[config.mk]
export PLATFORM = sky130hd
export DESIGN_NAME = adc_bist_seq
export DESIGN_NICKNAME = d
export VERILOG_FILES = /design/src/rtl/adc_bist_pkg.sv /design/src/rtl/bist_settle_timer.sv /design/src/rtl/bist_capture_ptr.sv /design/src/rtl/adc_bist_seq.sv
export SDC_FILE = /design/constraint.sdc
export NUM_CORES = 1
export LEC_CHECK = 0
export CORE_ASPECT_RATIO = 0.5
export CORE_MARGIN = 2
export CORE_UTILIZATION = 40
export DETAILED_ROUTE_END_ITERATION = 10
export PLACE_DENSITY = 0.66
export SETUP_SLACK_MARGIN = 0.05
export SKIP_LAST_GASP = 1
export SYNTH_ARGS = -nofsm -noshare
export SYNTH_HDL_FRONTEND = slang
export SYNTH_SLANG_ARGS = --single-unit
export TNS_END_PERCENT = 100
[constraint.sdc]
create_clock -name clk_i -period 3.4 [get_ports clk_i]
set_input_delay 0.34 -clock clk_i [delete_from_list [all_inputs] [get_ports clk_i]]
set_output_delay 0.34 -clock clk_i [all_outputs]
set_load 0.05 [all_outputs]
[src/rtl/adc_bist_pkg.sv]
package adc_bist_pkg;

    typedef enum logic [2:0] {
        ST_IDLE,
        ST_SETUP,
        ST_SETTLE,
        ST_CONVERT,
        ST_WAIT_DONE,
        ST_STORE,
        ST_FINISH
    } seq_state_e;

endpackage

[src/rtl/bist_settle_timer.sv]
module bist_settle_timer #(
    parameter int W = 16
) (
    input  logic         clk_i,
    input  logic         rst_ni,
    input  logic         load_i,
    input  logic [W-1:0] value_i,
    input  logic         tick_i,
    output logic         expired_o
);

    logic [W-1:0] cnt_d, cnt_q;

    always_comb begin
        cnt_d = cnt_q;
        if (load_i) begin
            cnt_d = value_i;
        end else if (tick_i && (cnt_q != '0)) begin
            cnt_d = cnt_q - 1'b1;
        end
    end

    always_ff @(posedge clk_i or negedge rst_ni) begin
        if (!rst_ni) cnt_q <= '0;
        else         cnt_q <= cnt_d;
    end

    assign expired_o = (cnt_q == '0);

    // a running count never grows without a reload
    assert_settle_monotonic_R3: assert property (@(posedge clk_i) disable iff (!rst_ni)
        (!load_i && tick_i && !expired_o) |=> (cnt_q < $past(cnt_q)));

endmodule

[src/rtl/bist_capture_ptr.sv]
module bist_capture_ptr #(
    parameter int ADDR_W = 8,
    parameter int LEN_W  = 4
) (
    input  logic              clk_i,
    input  logic              rst_ni,
    input  logic              clr_i,
    input  logic              inc_i,
    input  logic [LEN_W-1:0]  len_log2_i,
    output logic [ADDR_W-1:0] ptr_o,
    output logic              last_o
);

    logic [ADDR_W-1:0] ptr_d, ptr_q;
    logic [ADDR_W-1:0] end_mask;

    // mask of k ones: highest legal address of a 2^k record
    for (genvar i = 0; i < ADDR_W; i++) begin : g_mask
        assign end_mask[i] = (32'(len_log2_i) > i);
    end

    always_comb begin
        ptr_d = ptr_q;
        if (clr_i)      ptr_d = '0;
        else if (inc_i) ptr_d = ptr_q + 1'b1;
    end

    always_ff @(posedge clk_i or negedge rst_ni) begin
        if (!rst_ni) ptr_q <= '0;
        else         ptr_q <= ptr_d;
    end

    assign ptr_o  = ptr_q;
    assign last_o = (ptr_q == end_mask);

    // pointer never walks past the end of the record
    assert_ptr_in_record_R7: assert property (@(posedge clk_i) disable iff (!rst_ni)
        inc_i |-> (ptr_q < end_mask));

endmodule

[src/rtl/adc_bist_seq.sv]
module adc_bist_seq
    import adc_bist_pkg::*;
#(
    parameter int FCW_W    = 24,
    parameter int DATA_W   = 12,
    parameter int ADDR_W   = 8,
    parameter int SETTLE_W = 16,
    parameter int LEN_W    = $clog2(ADDR_W + 1)
) (
    input  logic                clk_i,
    input  logic                rst_ni,
    input  logic                start_i,
    input  logic                synth_mode_i,
    input  logic [FCW_W-1:0]    fcw_i,
    input  logic [LEN_W-1:0]    rec_log2_i,
    input  logic [SETTLE_W-1:0] settle_i,
    input  logic                adc_done_i,
    input  logic [DATA_W-1:0]   adc_data_i,
    output logic [FCW_W-1:0]    fcw_o,
    output logic                synth_clk_en_o,
    output logic                dac_src_synth_o,
    output logic                ain_sel_dac_o,
    output logic                soc_o,
    output logic                mem_we_o,
    output logic [ADDR_W-1:0]   mem_addr_o,
    output logic [DATA_W-1:0]   mem_wdata_o,
    output logic                done_o
);

    localparam logic [LEN_W-1:0] MAX_LOG2 = LEN_W'(ADDR_W);

    typedef struct packed {
        seq_state_e          st;
        logic                done;
        logic                mode;
        logic [FCW_W-1:0]    fcw;
        logic [LEN_W-1:0]    lenk;
        logic [SETTLE_W-1:0] settle;
        logic [DATA_W-1:0]   sample;
    } ctl_t;

    ctl_t ctl_d, ctl_q;

    logic tmr_load, tmr_tick, tmr_expired;
    logic ptr_clr, ptr_inc, ptr_last;
    logic [ADDR_W-1:0] ptr;
    logic active;

    bist_settle_timer #(.W(SETTLE_W)) u_timer (
        .clk_i     (clk_i),
        .rst_ni    (rst_ni),
        .load_i    (tmr_load),
        .value_i   (ctl_q.settle),
        .tick_i    (tmr_tick),
        .expired_o (tmr_expired)
    );

    bist_capture_ptr #(.ADDR_W(ADDR_W), .LEN_W(LEN_W)) u_ptr (
        .clk_i      (clk_i),
        .rst_ni     (rst_ni),
        .clr_i      (ptr_clr),
        .inc_i      (ptr_inc),
        .len_log2_i (ctl_q.lenk),
        .ptr_o      (ptr),
        .last_o     (ptr_last)
    );

    always_comb begin
        ctl_d    = ctl_q;
        tmr_load = 1'b0;
        tmr_tick = 1'b0;
        ptr_clr  = 1'b0;
        ptr_inc  = 1'b0;
        unique case (ctl_q.st)
            ST_IDLE: begin
                if (start_i) begin
                    ctl_d.st     = ST_SETUP;
                    ctl_d.done   = 1'b0;
                    ctl_d.mode   = synth_mode_i;
                    ctl_d.fcw    = fcw_i;
                    ctl_d.lenk   = (rec_log2_i > MAX_LOG2) ? MAX_LOG2 : rec_log2_i;
                    ctl_d.settle = settle_i;
                    ptr_clr      = 1'b1;
                end
            end
            ST_SETUP: begin
                tmr_load = 1'b1;
                ctl_d.st = ST_SETTLE;
            end
            ST_SETTLE: begin
                tmr_tick = 1'b1;
                if (tmr_expired) ctl_d.st = ST_CONVERT;
            end
            ST_CONVERT: begin
                ctl_d.st = ST_WAIT_DONE;
            end
            ST_WAIT_DONE: begin
                if (adc_done_i) begin
                    ctl_d.sample = adc_data_i;
                    ctl_d.st     = ST_STORE;
                end
            end
            ST_STORE: begin
                if (ptr_last) begin
                    ctl_d.st = ST_FINISH;
                end else begin
                    ptr_inc  = 1'b1;
                    ctl_d.st = ST_CONVERT;
                end
            end
            ST_FINISH: begin
                ctl_d.done = 1'b1;
                ctl_d.st   = ST_IDLE;
            end
            default: ctl_d.st = ST_IDLE;
        endcase
    end

    always_ff @(posedge clk_i or negedge rst_ni) begin
        if (!rst_ni) begin
            ctl_q    <= '0;
            ctl_q.st <= ST_IDLE;
        end else begin
            ctl_q <= ctl_d;
        end
    end

    assign active          = (ctl_q.st != ST_IDLE);
    assign ain_sel_dac_o   = active;
    assign dac_src_synth_o = active & ctl_q.mode;
    assign synth_clk_en_o  = active & ctl_q.mode;
    assign fcw_o           = active ? ctl_q.fcw : '0;
    assign soc_o           = (ctl_q.st == ST_CONVERT);
    assign mem_we_o        = (ctl_q.st == ST_STORE);
    assign mem_addr_o      = ptr;
    assign mem_wdata_o     = ctl_q.sample;
    assign done_o          = ctl_q.done;

    assert_soc_pulse_R4: assert property (@(posedge clk_i) disable iff (!rst_ni)
        soc_o |=> !soc_o);

    assert_soc_on_loopback_R2: assert property (@(posedge clk_i) disable iff (!rst_ni)
        soc_o |-> ain_sel_dac_o);

    assert_we_pulse_R6: assert property (@(posedge clk_i) disable iff (!rst_ni)
        mem_we_o |=> !mem_we_o);

    assert_idle_paths_R10: assert property (@(posedge clk_i) disable iff (!rst_ni)
        done_o |-> (!ain_sel_dac_o && !dac_src_synth_o && !synth_clk_en_o && fcw_o == '0));

    assert_no_write_with_trigger_R4: assert property (@(posedge clk_i) disable iff (!rst_ni)
        !(soc_o && mem_we_o));

endmodule

==> results.yml, run 1 <==
clock_network:
  hold_buffers: 1
  h-tree-depth: 3
  clk_path_buf_depth: 2
  cts-resized-gates: 0
  cts_root_buf: "clkbuf_16"
  cts_buffers: 9
  clk_pin_slew_worst_paths_ns: 0.06
  cts_tree: "built"
  cts.sinks: 85
  insertion_delay_ns: 0.33
  post_cts_buffers: 0
routing:
  drtPass1Iterations: 4
  wl_met2_mm: 4.45
  drc: 0
  drtIter0Drc: 176
  avgRoutedWirePerCell_um: 14.8
  met3_length_um: 312
  antenna_left: 0
  vias: 3096
  vias_per_cell: 5.02
  top_layer: "met4"
  routed_wl_mm: 9.13
  met1_length_mm: 4.29
sta:
  hold_viol_final: 0
  slew_viol_final: 0
  grt_setup_unrepaired: "false"
  fin_crit_ns: 2.65
  fin_crit_sh_pct: 78.0
  finClkSkew_ns: 0.00791
  relSlewSlack_pct: 56.1
  fmax_ghz: 0.377
  fin_setup_tns_ns: 0
  worst_pin_slew_ns: 0.654
  setup-violations-final: 0
  whs_ns: 0.475
flow_run:
  drv_cap: 0
yosys:
  synth.cell_area_um2: 4200
  synth.distinct_cells: 56
  synth_top_area_share_pct: 50.7
  synth.top_cells.by_area: "dfrtp_1 (51%), mux2_2 (15%), nor2b_1 (3.9%)"
  synthXorXnorAreaFrac_pct: 1.04
  synth_edf_count: 0
  yosys_warnings: 0
  synthSimpleGateAreaFrac_pct: 17.4
  synthMuxAreaShare_pct: 17.4
  syn_avg_cell_area_um2: 11.2
  synth_fa_ha_area_share_pct: 0.596
  syn-instance-count: 374
  synth_top_family_by_area: "simple AND/OR/NAND/NOR gates"
  synth_top_flop_cell: "dfrtp_1"
  syn_nets: 437
  synth_area_leader_cell: "dfrtp_1"
  ys_ff_latch: 85
  synth_compound_area_share_pct: 8.23
  synth_sequential_area_ratio_pct: 50.7
  async_reset_ff_share_pct: 100
cells_and_area:
  nNetsFinal: 535
  multi_input_area_um2: 1880
  syn2layout_area_growth_pct: 36.2
  antenna_cells: 0
  drive_gt1_share_pct: 19.9
  regArea_um2: 2130
  fillers: 885
grt:
  grt_max_degree: 52
  grt_overflow: 0
  antenna_found_initial: 0
  track_usage_pct: 17.0
  grt_pass1_wl_mm: 15.6
  grt_pass1_vias: 3008
power:
  power_leakage_nw: 2.32
  p_per_area_nw_per_um2: 1090
  ir_worst_vdd_uv: 499
setup_path:
  critPathMaxStageDelay_ns: 0.51
  end_kind: "flop"
  cp_max_fo: 17
  critPathLaunchType: "flop"
  required_ns: 3.61
  crit_type: "flop to flop"
  cp.arrival_ns: 2.86
  crit_slowest_cell: "a21o_1"
  path_cells: "inv_1 > ha_1 > or3b_2 > nor4_2 > a21o_1 > nor3_1 > a221o_1"
die:
  die_y_um: 76.4
  die_w_um: 149
  io_pins: 111
  dieArea_um2: 11400
  fp.coreArea_um2: 10200
  rows: 26
  start_util_pct: 41.1
placed_design:
  dp_hpwl_mm: 6.31
  gp_congestion: 0.777
  io_buffers: 110
worst_hold_path:
  hp-class: "flop to flop"
status:
  outcome: "finished, final reports clean"
## cells by family (layout without fill, tap and decap cells)
| family | count (synthesis) | in the layout |
|---|---|---|
| AND/OR/NAND/NOR | 130 | 130 |
| flip-flops | 85 | 85 |
| multiplexers | 66 | 66 |
| AO/OA/AOI/OAI | 50 | 50 |
| buffers and inverters | 36 | 139 |
| XOR/XNOR | 5 | 5 |
| adder cells (fa/ha/maj) | 2 | 2 |
## registers in the layout (all words and copies together) (netlist names)
signal,flops
u_timer.cnt_q,16
mem_wdata_o,12
u_ptr.ptr_o,8
ctl_q,48
done_o,1
## per-stage QoR
stage               instance area [um2]  util, %  cells  worst slack (ns)  power [mW]
floorplan                          4200        -    374              1.02        4.24
finish                             5720     56.0    617             0.747        6.23
global route                       5720     56.0    617             0.526        6.61
CTS                                5720     56.0    617             0.751        6.30
global placement                   5360     52.5    600             0.845        5.10
detailed placement                 5360     52.5    600             0.775        5.15
## metal layers
layer | track usage, % | vias up
li1 | - | 1524
met1 | 23.6 | 1517
met2 | 26.7 | 49
met3 | 3.95 | 6
met4 | 4.95 | 0
met5 | 0 | -
## synthesized netlist by cell type (7+ instances only)
| cell type | number |
|---|---|
| a21oi_1 | 10 |
| buf_4 | 13 |
| nand2_1 | 31 |
| nor2b_1 | 26 |
| mux2i_1 | 10 |
| nor2_1 | 12 |
| mux2_2 | 56 |
| nand2b_1 | 7 |
| clkbuf_1 | 13 |
| or4_1 | 7 |
| o21ai_0 | 12 |
| dfrtp_1 | 85 |
| nand3_1 | 9 |
| nor3_1 | 9 |
## placed cells by master (no fill, tap or decap), drive strengths merged, types with 3 or more instances in the layout
cell	instances
clkdlybuf4s50	109
clkbuf	12
o311ai	3
bufinv	3
mux2	56
inv	6
a31oi	3
nand2	31
and3	4
a211o	3
nand3	9
a21oi	11
nor2b	26
a21o	3
nand2b	7
o21ai	13
xnor2	5
or4	8
nor3	9
nor3b	3
or3	3
nor2	12
or2	5
buf	7
mux2i	10
dfrtp	85
## critical path: cells and delay by family, from the launching register on
kind / cells / cell delay (ns)
buffers and inverters: 1 / 0.07
AND/OR/NAND/NOR: 3 / 1.08
adder cells (fa/ha/maj): 1 / 0.18
AO/OA/AOI/OAI: 2 / 0.79
flip-flops: 1 / 0.41
## report_power, final
part	switching (mW)	internal [mW]
combinational	1.95	1.32
sequential	0.352	1.49
clock	0.381	0.738
## layout make-up
cell class,instances,area share (%)
repair buffers,117,20.4
well taps,140,3.06
inverters,6,0.394
clock buffers,12,4.31
multi-input cells,253,32.9
flip-flops and latches,85,37.2
clock inverters,4,1.66
## final timing paths
path                                  start  slack [ns]  cells past startpoint           endpoint
setup reg to reg           u_timer.cnt_q[0]        0.75                      7  u_timer.cnt_q[14]
hold / removal                    ctl_q[21]        0.48                      2   u_timer.cnt_q[9]
hold reg to reg                   ctl_q[21]        0.48                      2   u_timer.cnt_q[9]
max in group asynchronous            rst_ni        2.09                      3          ctl_q[42]
setup / recovery           u_timer.cnt_q[0]        0.75                      7  u_timer.cnt_q[14]
min in group asynchronous            rst_ni        0.53                      2          ctl_q[22]
No activity file was read; power rests on OpenSTA's default activity.
==> run 2, diff against run 1 <==
==> constraint.sdc (replaced) <==
create_clock -name clk_i -period 2.78 [get_ports clk_i]
set_input_delay 0.278 -clock clk_i [delete_from_list [all_inputs] [get_ports clk_i]]
set_output_delay 0.278 -clock clk_i [all_outputs]
set_load 0.05 [all_outputs]
==> results.yml, run 2 (synthesis results as in run 1) <==
grt:
  grt_pass1_vias: 3070
  grt_max_degree: 52
  grt_overflow: 0
  antenna_found_initial: 0
  track_usage_pct: 17.0
  grt_pass1_wl_mm: 15.4
die:
  dieArea_um2: 11400
  rows: 26
  die_w_um: 149
  start_util_pct: 41.1
  io_pins: 111
  die_y_um: 76.4
  fp.coreArea_um2: 10200
placed_design:
  io_buffers: 110
  gp_congestion: 0.816
  dp_hpwl_mm: 6.24
routing:
  avgRoutedWirePerCell_um: 14.6
  vias_per_cell: 5.06
  drc: 0
  vias: 3117
  routed_wl_mm: 8.97
  drtPass1Iterations: 6
  drtIter0Drc: 154
  antenna_left: 0
setup_path:
  required_ns: 2.50
  worstReg2RegEnd: "u_timer.cnt_q[14]"
  cp_max_fo: 27
  critPathMaxStageDelay_ns: 0.83
  crit_slowest_cell: "clkdlybuf4s50_1"
  ff2ff_setup_slack_ns: 0.31
  end_kind: "output port"
  critPathLaunchType: "flop"
  reg2regPathDepth: 7
  r2r_start: "u_timer.cnt_q[0]"
  cp.arrival_ns: 2.22
  crit_type: "flop to output port"
  path_cells: "nor3_2 > buf_4 > nor2b_1 > clkdlybuf4s50_1"
status:
  outcome: "finished, final reports clean"
power:
  power_mw: 7.57
  p_per_area_nw_per_um2: 1320
  power_leakage_nw: 2.32
  ir_worst_vdd_uv: 597
cells_and_area:
  drive_gt1_share_pct: 20.2
  layout_commonest_cell: "clkdlybuf4s50_1"
  syn2layout_area_growth_pct: 36.2
  regArea_um2: 2130
  nNetsFinal: 534
  largest_reg_flops: 48
  final_cell_mix: "clkdlybuf4s50_1 (109), dfrtp_1 (85), mux2_2 (56)"
  multi_input_area_um2: 1890
  regMostFlops: "ctl_q"
  antenna_cells: 0
  fillers: 915
sta:
  worst_pin_slew_ns: 0.666
  slew_viol_final: 0
  hold_viol_final: 0
  fin_crit_ns: 2.50
  finClkSkew_ns: 0.00479
  grt_setup_unrepaired: "false"
  setup-violations-final: 0
  relSlewSlack_pct: 55.3
  fin_setup_tns_ns: 0
  fin_crit_sh_pct: 89.8
  fmax_ghz: 0.400
clock_network:
  clk_pin_slew_worst_paths_ns: 0.06
  cts_buffers: 9
  insertion_delay_ns: 0.33
  cts_tree: "built"
  clk_path_buf_depth: 2
  cts.sinks: 85
  h-tree-depth: 3
  cts_root_buf: "clkbuf_16"
flow_run:
  drv_cap: 0
worst_hold_path:
  hp-class: "primary input to async pin"
run 2: cell types whose count changed in the layout (fill, tap and decap cells not counted), sizes merged:
cell,before,now
buf,7,6
bufinv,3,2
clkinv,1,2
run 2: what timing repair did:
action | in CTS | in global routing
endpoints found under the hold margin | 38 | 0
resized for setup | 0 | 2
hold buffers | 1 | 0
buffers inserted | 0 | 0
endpoints found under the setup margin | 0 | 9
run 2: how the worst max path moves through the flow:
stage,end,slack (ns),startpoint,cells past startpoint
finish,synth_clk_en_o,0.28,ctl_q[60],4
global placement,u_timer.cnt_q[2],0.22,u_timer.cnt_q[0],7
detailed placement,u_timer.cnt_q[2],0.15,u_timer.cnt_q[0],7
CTS,u_timer.cnt_q[2],0.14,u_timer.cnt_q[0],7
global route,u_timer.cnt_q[14],0.17,u_timer.cnt_q[0],7
floorplan,ctl_q[58],0.40,u_ptr.ptr_o[6],4
run 2: cell type report:
class | instances | area share [%]
Inverter | 6 | 0.394
Sequential cell | 85 | 37.2
Clock buffer | 12 | 4.49
Clock inverter | 4 | 1.23
Multi-Input combinational cell | 253 | 33.1
Tap cell | 140 | 3.06
Timing Repair Buffer | 116 | 20.5
run 2: report_power, final:
part | total (mW) | switching [mW] | internal (mW)
Sequential | 2.26 | 0.438 | 1.82
Clock | 1.29 | 0.462 | 0.833
Combinational | 4.02 | 2.39 | 1.62
Total | 7.57 | 3.29 | 4.28
run 2: per-stage QoR:
step	setup WS, ns	utilization (%)	hold slack, ns	instance area [um2]	std cells
3_5_place_dp	0.146	52.6	0.290	5370	599
2_1_floorplan	0.401	-	-0.0176	4200	374
4_1_cts	0.135	55.9	0.473	5710	616
5_1_grt	0.167	56.0	0.502	5720	616
6_report	0.282	56.0	0.465	5720	616
3_3_place_gp	0.219	52.6	0.296	5370	599
run 2: critical path, delay by kind of cell (launching register included):
| kind | cells | cell delay, ns |
|---|---|---|
| flops | 1 | 0.56 |
| simple gates | 2 | 0.25 |
| buf+inv | 2 | 1.07 |
run 2: metal layers:
| layer | wire (um) | GRT usage, % |
|---|---|---|
| met5 | 0 | 0 |
| met4 | 75 | 4.57 |
| met3 | 307 | 4.07 |
| met2 | 4310 | 27.6 |
| met1 | 4280 | 23.0 |
==> run 3, diff against run 2 <==
--- a/config.mk
+++ b/config.mk
@@ -5,13 +5,15 @@
 export SDC_FILE = /design/constraint.sdc
 export NUM_CORES = 1
 export LEC_CHECK = 0
+export ABC_AREA = 1
 export CORE_ASPECT_RATIO = 0.5
 export CORE_MARGIN = 2
 export CORE_UTILIZATION = 40
 export DETAILED_ROUTE_END_ITERATION = 10
-export PLACE_DENSITY = 0.66
+export PLACE_DENSITY = 0.65
 export SETUP_SLACK_MARGIN = 0.05
 export SKIP_LAST_GASP = 1
+export SLEW_MARGIN = 30
 export SYNTH_ARGS = -nofsm -noshare
 export SYNTH_HDL_FRONTEND = slang
 export SYNTH_SLANG_ARGS = --single-unit
==> results.yml, run 3 <==
cells_and_area:
  antenna_cells: 0
  fin_cells: 773
  fillers: 955
  syn2layout_area_growth_pct: 31.9
  final_cell_mix: "nand2_1 (142), clkdlybuf4s50_1 (109), dfrtp_1 (85)"
  nNetsFinal: 693
  multi_input_area_um2: 1840
  fin_area_um2: 5800
  drive_gt1_share_pct: 9.64
  regMostFlops: "ctl_q"
  postLayoutCoreUtil_pct: 55.5
  largest_reg_flops: 48
  layout_commonest_cell: "nand2_1"
  regArea_um2: 2130
routing:
  top_layer: "met4"
  drtPass1Iterations: 5
  met3_length_um: 415
  vias_per_cell: 4.68
  antenna_left: 0
  drc: 0
  wl_met2_mm: 4.62
  routed_wl_mm: 9.84
  avgRoutedWirePerCell_um: 12.7
  vias: 3616
  met1_length_mm: 4.68
  drtIter0Drc: 177
clock_network:
  clk_path_buf_depth: 2
  cts_root_buf: "clkbuf_16"
  insertion_delay_ns: 0.34
  cts_tree: "built"
  clk_pin_slew_worst_paths_ns: 0.06
  cts-resized-gates: 0
  post_cts_buffers: 0
  h-tree-depth: 3
  cts.sinks: 85
  hold_buffers: 1
  cts_buffers: 9
yosys:
  syn_avg_cell_area_um2: 8.21
  synth.distinct_cells: 36
  synth.cell_area_um2: 4390
  synth_area_leader_cell: "dfrtp_1"
  async_reset_ff_share_pct: 100
  synth_top_flop_cell: "dfrtp_1"
  synth_common_cells: "nand2_1 (142), dfrtp_1 (85), nor2_1 (54)"
  synth_sequential_area_ratio_pct: 48.4
  yosys_warnings: 0
  synth_top_area_share_pct: 48.4
  yosys.cell_count.top_type: "nand2_1"
  syn-instance-count: 535
  syn_nets: 598
  synth.top_cells.by_area: "dfrtp_1 (48%), nand2_1 (12%), nor2_1 (4.6%)"
  ys_ff_latch: 85
  synth_edf_count: 0
placed_design:
  dp_hpwl_mm: 7.00
  io_buffers: 110
  gp_congestion: 0.870
  placed_cell_area_um2: 5510
  placed_cells: 758
sta:
  grt_setup_unrepaired: "false"
  setup-violations-final: 0
  whs_ns: 0.467
  slew_viol_final: 0
  finClkSkew_ns: 0.0101
  fmax_ghz: 0.400
  fin_crit_ns: 2.50
  worst_pin_slew_ns: 0.683
  fin_setup_tns_ns: 0
  fin_crit_sh_pct: 89.8
  hold_viol_final: 0
  relSlewSlack_pct: 54.3
grt:
  grt_max_degree: 74
  track_usage_pct: 17.6
  antenna_found_initial: 0
  grt_pass1_vias: 3458
  grt_pass1_wl_mm: 16.7
  grt_overflow: 0
die:
  rows: 26
  die_w_um: 152
  io_pins: 111
  dieArea_um2: 11900
  start_util_pct: 42.1
  fp.coreArea_um2: 10400
  die_y_um: 78.1
power:
  ir_worst_vdd_uv: 751
  switching_share_pct: 47.3
  p_seq_share_pct: 29.3
  p_clk_share_pct: 16.2
  intPower_mw: 3.80
  p_per_area_nw_per_um2: 1240
  power_leakage_nw: 2.72
  pwr-share-comb_pct: 54.5
  switchingPower_mw: 3.41
worst_hold_path:
  holdCritStartpoint: "settle_i[8]"
  hp-class: "primary input to flop"
status:
  outcome: "finished, final reports clean"
setup_path:
  end_kind: "output port"
  critPathLaunchType: "flop"
  cp_max_fo: 26
  critPathLaunch: "ctl_q[59]"
  crit_type: "flop to output port"
  required_ns: 2.50
  r2r_start: "ctl_q[59]"
  cp.arrival_ns: 2.22
flow_run:
  drv_cap: 0
run 3: cell types whose count changed after synthesis, sizes merged, moves of 12 or more:
cell,delta
clkbuf,-12
inv,+56
mux2,-44
nand2,+122
nand3,+31
nor2,+49
nor2b,-26
o21ai,+34
run 3: logic make-up (layout without fill, tap and decap cells):
logic type | after synthesis | count (layout) | synth area share (%)
AND/OR/NAND/NOR | 273 | 273 | 28.6
flip-flops | 85 | 85 | 48.4
adder cells (fa/ha/maj) | 2 | 2 | 0.569
XOR/XNOR | 11 | 11 | 2.19
buffers and inverters | 91 | 189 | 9.65
multiplexers | 12 | 12 | 3.08
AO/OA/AOI/OAI | 61 | 61 | 7.46
run 3: worst max-delay path, stage by stage (launching register included):
cell and delay (ns):
dfrtp_1 0.40, nor2_1 0.21, nand2_2 0.10, inv_2 0.35, nor2_1 0.10, clkdlybuf4s50_1 0.72
run 3: final timing paths:
check                      slack [ns]              end  depth (start not counted)
min in group asynchronous        0.51        ctl_q[46]                          2
setup / recovery                 0.28  dac_src_synth_o                          5
hold reg to reg                  0.48        ctl_q[19]                          2
setup reg to reg                 0.77   u_ptr.ptr_o[7]                          8
max in group asynchronous        1.62   mem_wdata_o[4]                          3
hold / removal                   0.47        ctl_q[20]                          3
run 3: through the flow:
stage | setup WS (ns) | power (mW)
global placement | 0.679 | 6.03
floorplan | 0.601 | 5.11
global route | 0.133 | 7.74
detailed placement | 0.630 | 6.09
CTS | 0.264 | 7.29
finish | 0.282 | 7.21
run 3: per-layer routing:
metal,track usage [%],vias to the layer above
li1,-,1877
met1,22.5,1662
met2,29.2,66
met3,5.14,11
met4,5.33,0
met5,0,-
run 3: power by group through the flow:
stage | clock, mW | combinational [mW] | sequential, mW
after floorplan | 0 | 2.97 | 2.14
after global placement | 0 | 3.91 | 2.12
after detailed placement | 0 | 3.96 | 2.13
after CTS | 1.20 | 3.97 | 2.12
after global routing | 1.25 | 4.31 | 2.18
final | 1.17 | 3.93 | 2.11
run 3: area by class of cell:
class	count	share of cell area, %
multi-input combinational	359	31.8
timing repair buffer	113	19.6
clock buffer	12	4.25
inverter	62	4.06
clock inverter	2	0.604
sequential	85	36.7
tap	140	3.02
